$ cat config.mk
export PLATFORM = sky130hd
export DESIGN_NAME = ebus_slave_bridge
export DESIGN_NICKNAME = d
export VERILOG_FILES = /design/src/rtl/ebus_slave_bridge.sv
export SDC_FILE = /design/constraint.sdc
export NUM_CORES = 1
export LEC_CHECK = 0
export ABC_CLOCK_PERIOD_IN_PS = 2100
export BUFFER_PORTS_ARGS = -buffer_cell sky130_fd_sc_hd__buf_2
export CORE_MARGIN = 2
export CORE_UTILIZATION = 47
export DETAILED_ROUTE_END_ITERATION = 12
export HOLD_SLACK_MARGIN = 0.02
export MAX_ROUTING_LAYER = met4
export PLACE_DENSITY = 0.77
export RECOVER_POWER = 25
export SLEW_MARGIN = 10
export SYNTH_ARGS = -nofsm -noshare
export SYNTH_HDL_FRONTEND = slang
export SYNTH_SLANG_ARGS = --single-unit
export TNS_END_PERCENT = 50
$ cat constraint.sdc
create_clock -name clk -period 2.1 [get_ports clk]
set_input_delay 0.21 -clock clk [delete_from_list [all_inputs] [get_ports clk]]
set_output_delay 0.21 -clock clk [all_outputs]
set_load 0.01 [all_outputs]
$ cat src/rtl/ebus_slave_bridge.sv
module ebus_slave_bridge #(
  parameter int DW = 16,
  parameter int AW = 8,
  parameter int BEAT_W = 3,
  parameter logic [AW-1:0] BASE = 8'h40
) (
  input  logic              clk,
  input  logic              rst_n,
  input  logic              bus_cs_n,
  input  logic              bus_we_n,
  input  logic              bus_oe_n,
  input  logic [DW-1:0]     bus_din,
  output logic [DW-1:0]     bus_dout,
  output logic              bus_dout_en,
  output logic              wr_stb,
  output logic [AW-1:0]     wr_addr,
  output logic [BEAT_W-1:0] wr_beat,
  output logic [DW-1:0]     wr_data,
  output logic              rd_req,
  input  logic [DW-1:0]     rd_data
);

  logic          cs_q, we_q, oe_q;
  logic [DW-1:0] din_q;
  logic          rd_prev;
  logic [BEAT_W-1:0] beat_cnt;

  always_ff @(posedge clk or negedge rst_n) begin
    if (!rst_n) begin
      cs_q  <= 1'b1;
      we_q  <= 1'b1;
      oe_q  <= 1'b1;
      din_q <= '0;
    end else begin
      cs_q  <= bus_cs_n;
      we_q  <= bus_we_n;
      oe_q  <= bus_oe_n;
      din_q <= bus_din;
    end
  end

  wire wr_cyc = ~cs_q & ~we_q & oe_q;
  wire rd_cyc = ~cs_q & ~oe_q & we_q;

  assign rd_req = rd_cyc & ~rd_prev;

  always_ff @(posedge clk or negedge rst_n) begin
    if (!rst_n) begin
      rd_prev     <= 1'b0;
      bus_dout_en <= 1'b0;
      bus_dout    <= '0;
    end else begin
      rd_prev     <= rd_cyc;
      bus_dout_en <= rd_cyc;
      if (rd_req) bus_dout <= rd_data;
    end
  end

  always_ff @(posedge clk or negedge rst_n) begin
    if (!rst_n) begin
      beat_cnt <= '0;
      wr_stb   <= 1'b0;
      wr_data  <= '0;
      wr_beat  <= '0;
      wr_addr  <= '0;
    end else begin
      wr_stb <= wr_cyc;
      if (cs_q) beat_cnt <= '0;
      else if (wr_cyc) beat_cnt <= beat_cnt + 1'b1;
      if (wr_cyc) begin
        wr_data <= din_q;
        wr_beat <= beat_cnt;
        wr_addr <= BASE + AW'(beat_cnt);
      end
    end
  end

endmodule

Word-level counts from Yosys, hierarchy flattened
Cells that the tools add are included.
- register bits: 67
- input port bits: 37
- logic and storage cells: 25
- output and inout bits: 46
- reduce and logical (&&, ||, !) cells: 1
- muxes and demuxes: 2
- bitwise logic cells: 9
- add/subtract/negate cells: 2
- operators by type and width (cell ; number):
    7-bit by 3-bit adder with 8-bit output (first input constant) ; 1
    3-bit two-way mux ; 2
    1-bit bitwise AND ; 5
    1-bit NOT ; 4
    3-bit by 1-bit adder with 3-bit output (second input constant) ; 1
    2-bit nonzero test ; 1

Logic depth before layout (Yosys ltp)
Gate-level depths: netlist (run 1).
- depth in word-level cells: 5
- depth in mapped cells: 5
- gate-level depth less buffers: 4

Worst setup path before layout (run 1)
Ideal clock, no wire load.
- kind: flip-flop to flip-flop
- start: register we_q
- end: register bus_dout[10]
- data required time: 1.975 ns
- path buffers: 2
- library setup time: 0.125 ns
- stages on the path, launching flop included: 6
- path slack: 0.586 ns
- arrival: 1.389 ns
- clock period less this slack: 1.514 ns
- path through: dfstp_2 > nor3b_2 > and2b_1 > buf_6 > buf_8 > mux2_4
- word-level cells in the longest chain between the ends: 2
- RTL lines (element ; line ; text):
    start, declared ; 23 ; logic cs_q, we_q, oe_q;
    start signal, assigned ; 36 ; we_q <= bus_we_n;
    1-bit bitwise AND ; 43 ; wire rd_cyc = ~cs_q & ~oe_q & we_q;
    net rd_cyc ; 43 ;
    1-bit bitwise AND ; 45 ; assign rd_req = rd_cyc & ~rd_prev;
    net rd_req ; 19 ; output logic rd_req,
    end signal, assigned ; 55 ; if (rd_req) bus_dout <= rd_data;
    end, declared ; 13 ; output logic [DW-1:0] bus_dout,
The timed path passes the listed nets, and every way through them passes these cells.
A chain may end at the register's enable or synchronous reset.

Worst setup path after layout (run 1)
- start: register we_q
- end: output rd_req
- word-level cells in the longest chain between the ends: 2
- RTL lines (element ; line):
    1-bit bitwise AND ; 43
    net rd_cyc ; 43
    1-bit bitwise AND ; 45
    end, declared ; 19
The timed path passes the listed nets, and every way through them passes these cells.

==> results of run 1 <==
==> critical path, delay by kind of cell, from the launching register on <==
kind / cells / cell delay [ns]
DFF: 1 / 0.54
and+or+nand+nor: 2 / 0.50
buffers and inverters: 2 / 0.33
==> final timing paths <==
check / startpoint / to / slack, ns / cells past startpoint
worst max-delay path: we_q / rd_req / 0.20 / 4
worst min-delay path: rd_data[15] / bus_dout[15] / 0.11 / 2
worst max register to register: we_q / bus_dout[5] / 0.42 / 4
worst min register to register: wr_addr[6] / wr_addr[6] / 0.46 / 1
max in group asynchronous: rst_n / din_q[1] / 0.43 / 3
min in group asynchronous: rst_n / bus_dout[7] / 0.52 / 2
==> final cells by class <==
type	count	area, sq um	area share
tap	52	65.1	0.0224
multi-input combinational	52	544	0.188
timing repair buffer	101	623	0.215
clock buffer	14	153	0.0526
sequential	60	1510	0.519
clock inverter	2	10.0	0.00345
==> logic make-up (layout without fill, tap and decap cells) <==
group                    Yosys count  after routing  share of synthesized area
flip-flops                        60             60                      0.706
multiplexers                      36             36                      0.205
buffers and inverters             11            117                     0.0440
adder cells (fa/ha/maj)            1              1                    0.00587
other                              1              4                    0.00176
XOR/XNOR                           2              2                    0.00822
AND/OR/NAND/NOR                    9              9                     0.0288
==> per-layer routing <==
layer,up-vias,global-route usage
met2,65,0.234
met5,-,-
met3,6,0.0647
li1,602,-
met1,618,0.193
met4,0,0.0881
==> power by group <==
group          internal (mW)  switching, mW
combinational          0.264          0.199
clock                  0.458          0.391
sequential              1.31         0.0724
==> sequential cells by signal, indices dropped and copies added, names as in the netlist, 2 cells and up <==
name / cells
wr_beat: 2
beat_cnt: 3
wr_addr: 2
bus_dout: 16
wr_data: 16
din_q: 16
==> cell usage in the layout, fill, tap and decap left out, drive strengths merged <==
master	count
conb	4
and2b	2
mux2	35
clkinv	2
dlygate4sd3	20
xor2	1
nor2b	1
mux2i	1
nor3b	1
dfrtp	57
xnor2	1
nand3b	1
dfstp	3
clkbuf	17
nor2	3
or2	1
buf	78
ha	1
==> metrics by stage <==
stage               std cells  utilization
finish                    281        0.666
global route              281        0.666
CTS                       281        0.670
detailed placement        245        0.586
global placement          245        0.586
floorplan                 123            -
==> impl_summary.md, run 1 <==
Status
The run finished with clean final reports.

Floorplanning
The core footprint is between 0.004 and 0.005 sq mm. The die covers ~0.0051 sq mm. The die boundary height is a little over 70 microns. 83 I/O pins were placed.

The effective utilization at floorplan is 0.490. The overall die width is 71.4 microns. The row count is 24.

Setup path
The kind of critical path is flop to output pin. Walking the worst path, the cells encountered are nor3b_2 > and2b_1 > buf_12 > buf_2. The worst path required time is roughly 1.9 ns.

Among all stages on the critical path, the largest delay is contributed by sky130_fd_sc_hd__dfstp_2. The maximum single-stage delay on the critical path is between 0.5 and 0.6 ns. STA classifies the critical path endpoint as an output pin.

The largest fanout of any net on the critical path is 12. The critical path startpoint category is a flop. STA puts the critical path data arrival time at approximately 1.7 ns.

Detailed routing
The residual antenna-violating net count after detailed routing is 0. The post-route met1 wirelength is about 1500 microns. The first detailed-routing pass ran for 4 iterations. The met3 layer wire length in the routed design is between 300 and 400 microns. The first-iteration detailed-routing DRC count is 70. The detailed-route wire length per cell is 12.8 microns. The via density per instance is 4.59. Across all layers, the routed design uses ~1300 vias. After detailed routing, the number of remaining DRC violations is 0. The routed wire length is about 3600 microns. After detailed routing, the met2 layer carries 1650 microns of wire. The detailed router used layers up to and including met4.

Flow run
The max-cap check violation count is 0.

Power
For this design the static power due to leakage is approximately 1.4 nW. The ratio of total power to cell area is around 930 mW/mm^2. The overall power of the completed layout is around 2.7 mW. VDD sags by at most approximately 530 uV.

Layout
The final layout contains 262 nets. The layout cell share with drive strength beyond 1 is 0.576. The repair_antennas step left the layout with diodes totalling 0. From synthesis to final layout, the design area changed by 36.0%. Once layout is done, the placed cells without fillers occupy between 0.002 and 0.003 sq mm. Counting the fill cells in the layout gives around 310.

STA
The final worst slack is 0.198 ns. The clock skew is just over 0.008 ns. The minimum clock period after layout is about 1.9 ns. Setup violations remaining at the end of the flow were counted as 0.

The maximum achievable frequency is 0.526 GHz. The final-layout setup total negative slack is 0 ns. For the pin with the worst max-slew slack, the measured transition is about 0.9 ns. The hold slack is around 0.11 ns. The final-report max-slew violation count is 0.

In the finished design, the share of the clock period the worst path needs comes to 0.906. Measured against its own limit, the worst slew margin works out to 0.412. Setup repair after global routing left no endpoint under its margin. The final count of hold timing violations is 0.

Place
Summed over all nets, the half-perimeter wirelength after detailed placement is about 2300 microns. During placement, the flow inserted port buffers numbering 78. The worst setup slack after placement is roughly 0.42 ns. After detailed placement, the total cell area comes to around 0.0026 sq mm. The final RePlAce weighted congestion is ~0.75.

Synth
The most repeated cell in the gate-level netlist after synthesis is sky130_fd_sc_hd__dfrtp_1. The total of warnings raised by yosys is 0. The leading register cell type out of synthesis is sky130_fd_sc_hd__dfrtp_1. The number of synthesized flops with an enable pin is 0. After synthesis the cells add up to about 0.0021 sq mm. The average cell area after synthesis is ~18 sq um. The distinct cell type count after synthesis is 18. The sequential share of the synthesized area is 0.706.

Synthesis inferred 60 register bits. The area share of the largest cell type after synthesis is 0.669. In the synthesized netlist, the number of instances is 120. Ranked by instance count, the synthesized netlist is headed by sky130_fd_sc_hd__dfrtp_1, sky130_fd_sc_hd__mux2_2, sky130_fd_sc_hd__buf_4, sky130_fd_sc_hd__mux2_4. The largest area contributor in the netlist is sky130_fd_sc_hd__dfrtp_1. By area the synthesized netlist is led by sky130_fd_sc_hd__dfrtp_1, sky130_fd_sc_hd__mux2_2, sky130_fd_sc_hd__mux2_4. The share of synthesized flip-flops with an asynchronous set or reset is 1.00.

Clock tree
The clock tree buffer depth is 2. The clock tree from TritonCTS is built. After clock tree synthesis, the setup repair step added 0 buffers. The clock latency on the worst-skew pair is approximately 0.32 ns. After clock tree synthesis, the clock-pin slew on the worst setup and hold paths is around 0.060 ns.

The total CTS buffers is 9. The number of gates resized after CTS was 0. The clock drives 60 sinks. Hold repair after CTS inserted 20 buffers.

The deepest level of the CTS H-tree is 3. In this run the clock root is driven by a sky130_fd_sc_hd__clkbuf_8.

GRT
For this run, the total global-route usage over all layers was measured as 0.161. The global-route congestion overflow total is 0. The first global-routing pass estimated 5840 microns of wire.

The pin count of the biggest net entering global routing is 45. The via count of the first global-routing pass was 1289. The initial antenna violation count is 0.

Worst hold path
The class of the most critical hold timing path is primary input to flop.
Power figures use the tool's default switching activity.
==> run 2, diff against run 1 <==
- REMOVE_ABC_BUFFERS: default -> 1
- SKIP_LAST_GASP: default -> 1
- SLEW_MARGIN: 10 -> default
==> run 2 against run 1 <==
  * Routed wire length is 6.3% higher
  * Sequential cell count stayed put
  * Worst hold slack better by 0.00080 ns
  * Utilization is 0.086 points lower
  * First-iteration DRC count fell by 61%
  * Power rose by 1.3%
  * Largest power group unchanged
  * Highest routed layer unchanged
==> impl_summary.md, run 2 (synthesis results as in run 1) <==
Detailed routing
The residual antenna-violating net count after detailed routing is 0. The first-iteration detailed-routing DRC count is 27. After detailed routing, the average wire length per cell comes to 13.6 microns. The routed wire length is 3810 microns. The number of iterations in the first detailed-routing pass is 4. For this block, the via count after detailed routing is around 1300. The via density per instance is around 4.6. In the routed design, unresolved DRC markers number 0.

Layout
The layout cell share with drive strength beyond 1 is 0.595. The final instance count without filler cells is 279. The layout filler cell count is 317. Compared with the post-synthesis result, the final layout area differs by 35.9%. In the final layout, the registers with the most flip-flops are bus_dout: 16 flops, din_q: 16 flops, wr_data: 16 flops. The library cells used most frequently in the layout, excluding fill and tap cells, are sky130_fd_sc_hd__buf_2, sky130_fd_sc_hd__dfrtp_1, sky130_fd_sc_hd__mux2_2. The most frequent standard cell in the layout excluding fill and tap cells is sky130_fd_sc_hd__buf_2. The antenna diode count is 0. At the end of the flow, the number of nets in the layout was between 200 and 300.

Clock tree
The clock passes through at most 2 buffers. After clock tree synthesis, the repair step resized 0 gates. The deepest level of the CTS H-tree is 3. After clock tree synthesis, the setup repair step added 0 buffers. The root buffer cell chosen for the clock tree is sky130_fd_sc_hd__clkbuf_8. For this design, the CTS-stage hold fixing added 19 buffers. The number of sinks handled by clock tree synthesis is 60. At the later pin of the worst-skew pair, clock insertion delay measures roughly 0.33 ns. Buffers inserted during clock tree synthesis total 9.

The clock transition at the register clock pins on the worst setup and hold paths after CTS is ~0.06 ns. TritonCTS built the clock tree.

STA
The final count of hold timing violations is 0. Setup repair after global routing left no endpoint under its margin. At the pin with the least slew margin, the transition time is about 1.4 ns. The final-report max-slew violation count is 0. On the final layout, the worst hold slack is roughly 0.11 ns.

Of the available clock period, the critical path in the final layout requires 0.884. Setup violations remaining at the end of the flow were counted as 0. Static timing analysis puts the maximum clock frequency at approximately 0.54 GHz. Subtracting the final worst setup slack from the clock period gives around 1.9 ns.

In this run the tightest slew margin relative to its limit is 0.0809. Adding up every negative setup slack in the final design gives 0 ns. The clock arrives with just under 0.006 ns of skew.

Setup path
The slowest stage of the critical path belongs to the cell sky130_fd_sc_hd__dfstp_2. The startpoint of the most critical register-to-register path is oe_q. The largest fanout of any net on the critical path is 17. The critical path starts at we_q. The internal reg-to-reg setup slack is ~0.42 ns. The endpoint identified for the worst register-to-register timing path is wr_data[10]. The maximum single-stage delay on the critical path is ~0.55 ns. The worst setup path is captured at an output pin.

The kind of critical path is flop to output pin. The critical path startpoint category is a flop. The worst register-to-register path has a depth of 4. Traced cell by cell, the critical path runs through nor3b_2 > and2b_1 > buf_4 > buf_2. Data arrives at the worst endpoint at between 1.5 and 2 ns. At the worst endpoint, the required time is around 1.9 ns.

Power
The net switching power is around 0.67 mW. The part of the power in the clock network is 0.323. Summed over all cells, the static leakage comes to between 1 and 1.5 nW.

The worst IR drop on VDD is a little over 600 uV. The internal power of the cells totals roughly 2.1 mW. The net switching fraction of the power is 0.247. The overall power of the completed layout is between 2 and 3 mW. The share of total power in combinational logic is 0.170. The ratio of total power to cell area is between 900 and 1000 mW/mm^2. The part of the power in registers is 0.506.

GRT
The initial antenna violation count is 0. Across every metal layer, demand over resource in global routing totals 0.175. Global routing finished with a remaining overflow of 0. Entering global routing, the biggest net connects just over 60 pins.

The via count of the first global-routing pass is ~1400. The wire length of the first global-routing pass is 6330 microns.

Worst hold path
The class of the most critical hold timing path is primary input to flop. Counting instances, the worst hold path has a depth of 2. The path with the worst hold slack has its endpoint at bus_dout[8]. The startpoint of the lowest-slack hold path is rd_data[8].

Status
The run finished with clean final reports.

Place
The number of placed instances, taps included, is around 250. The half-perimeter wire length after detailed placement is around 2300 microns. The final RePlAce weighted congestion is 0.693. During placement, the flow inserted port buffers numbering between 70 and 80.

Floorplanning
The effective utilization at floorplan is 0.490. In this run the horizontal extent of the chip is 71.4 microns. The row count is 24. The I/O pin total is 83. The floorplan step defined a core boundary enclosing 0.00435 sq mm. The floorplan step defined a die boundary enclosing 0.00509 sq mm.

The die boundary height is roughly 71 microns.

Flow run
Max-cap violations in this run came to 0.
[run 2: worst max path at each step]
stage	slack, ns	depth (start not counted)	end
after floorplan	0.29	3	bus_dout[0]
after global placement	0.46	4	wr_data[8]
after detailed placement	0.42	4	wr_data[1]
after CTS	0.21	4	rd_req
after global routing	0.13	4	rd_req
final	0.24	4	rd_req
[run 2: layout make-up]
cell class	count	area, sq um	area share
Clock buffer	13	159	0.0549
Clock inverter	2	10.0	0.00346
Multi-Input combinational cell	52	544	0.188
Sequential cell	60	1510	0.520
Tap cell	52	65.1	0.0225
Timing Repair Buffer	100	613	0.212
[run 2: power by group through the flow]
stage	clock network, mW	registers [mW]	logic, mW
2_1_floorplan	0	1.46	0.158
3_3_place_gp	0	1.40	0.435
3_5_place_dp	0	1.40	0.441
4_1_cts	0.916	1.38	0.472
5_1_grt	0.967	1.40	0.505
6_report	0.882	1.38	0.465
[run 2: critical path: cells and delay by family (launching register included)]
kind / cells / cell delay [ns]
DFF: 1 / 0.55
buffers and inverters: 2 / 0.44
and+or+nand+nor: 2 / 0.32
[run 2: routing by layer]
layer  GRT usage  vias up  share of wire
met5           -        -              0
met4      0.0818        0         0.0081
met3      0.0633        8          0.094
met2       0.256       72           0.46
met1       0.218      613           0.44
li1            -      600              -
[run 2: per-stage QoR]
stage / setup slack [ns] / util / instance area, sq um
floorplan: 0.290 / - / 2050
global placement: 0.463 / 0.583 / 2540
detailed placement: 0.424 / 0.583 / 2540
CTS: 0.213 / 0.666 / 2900
global route: 0.131 / 0.665 / 2900
finish: 0.244 / 0.665 / 2900
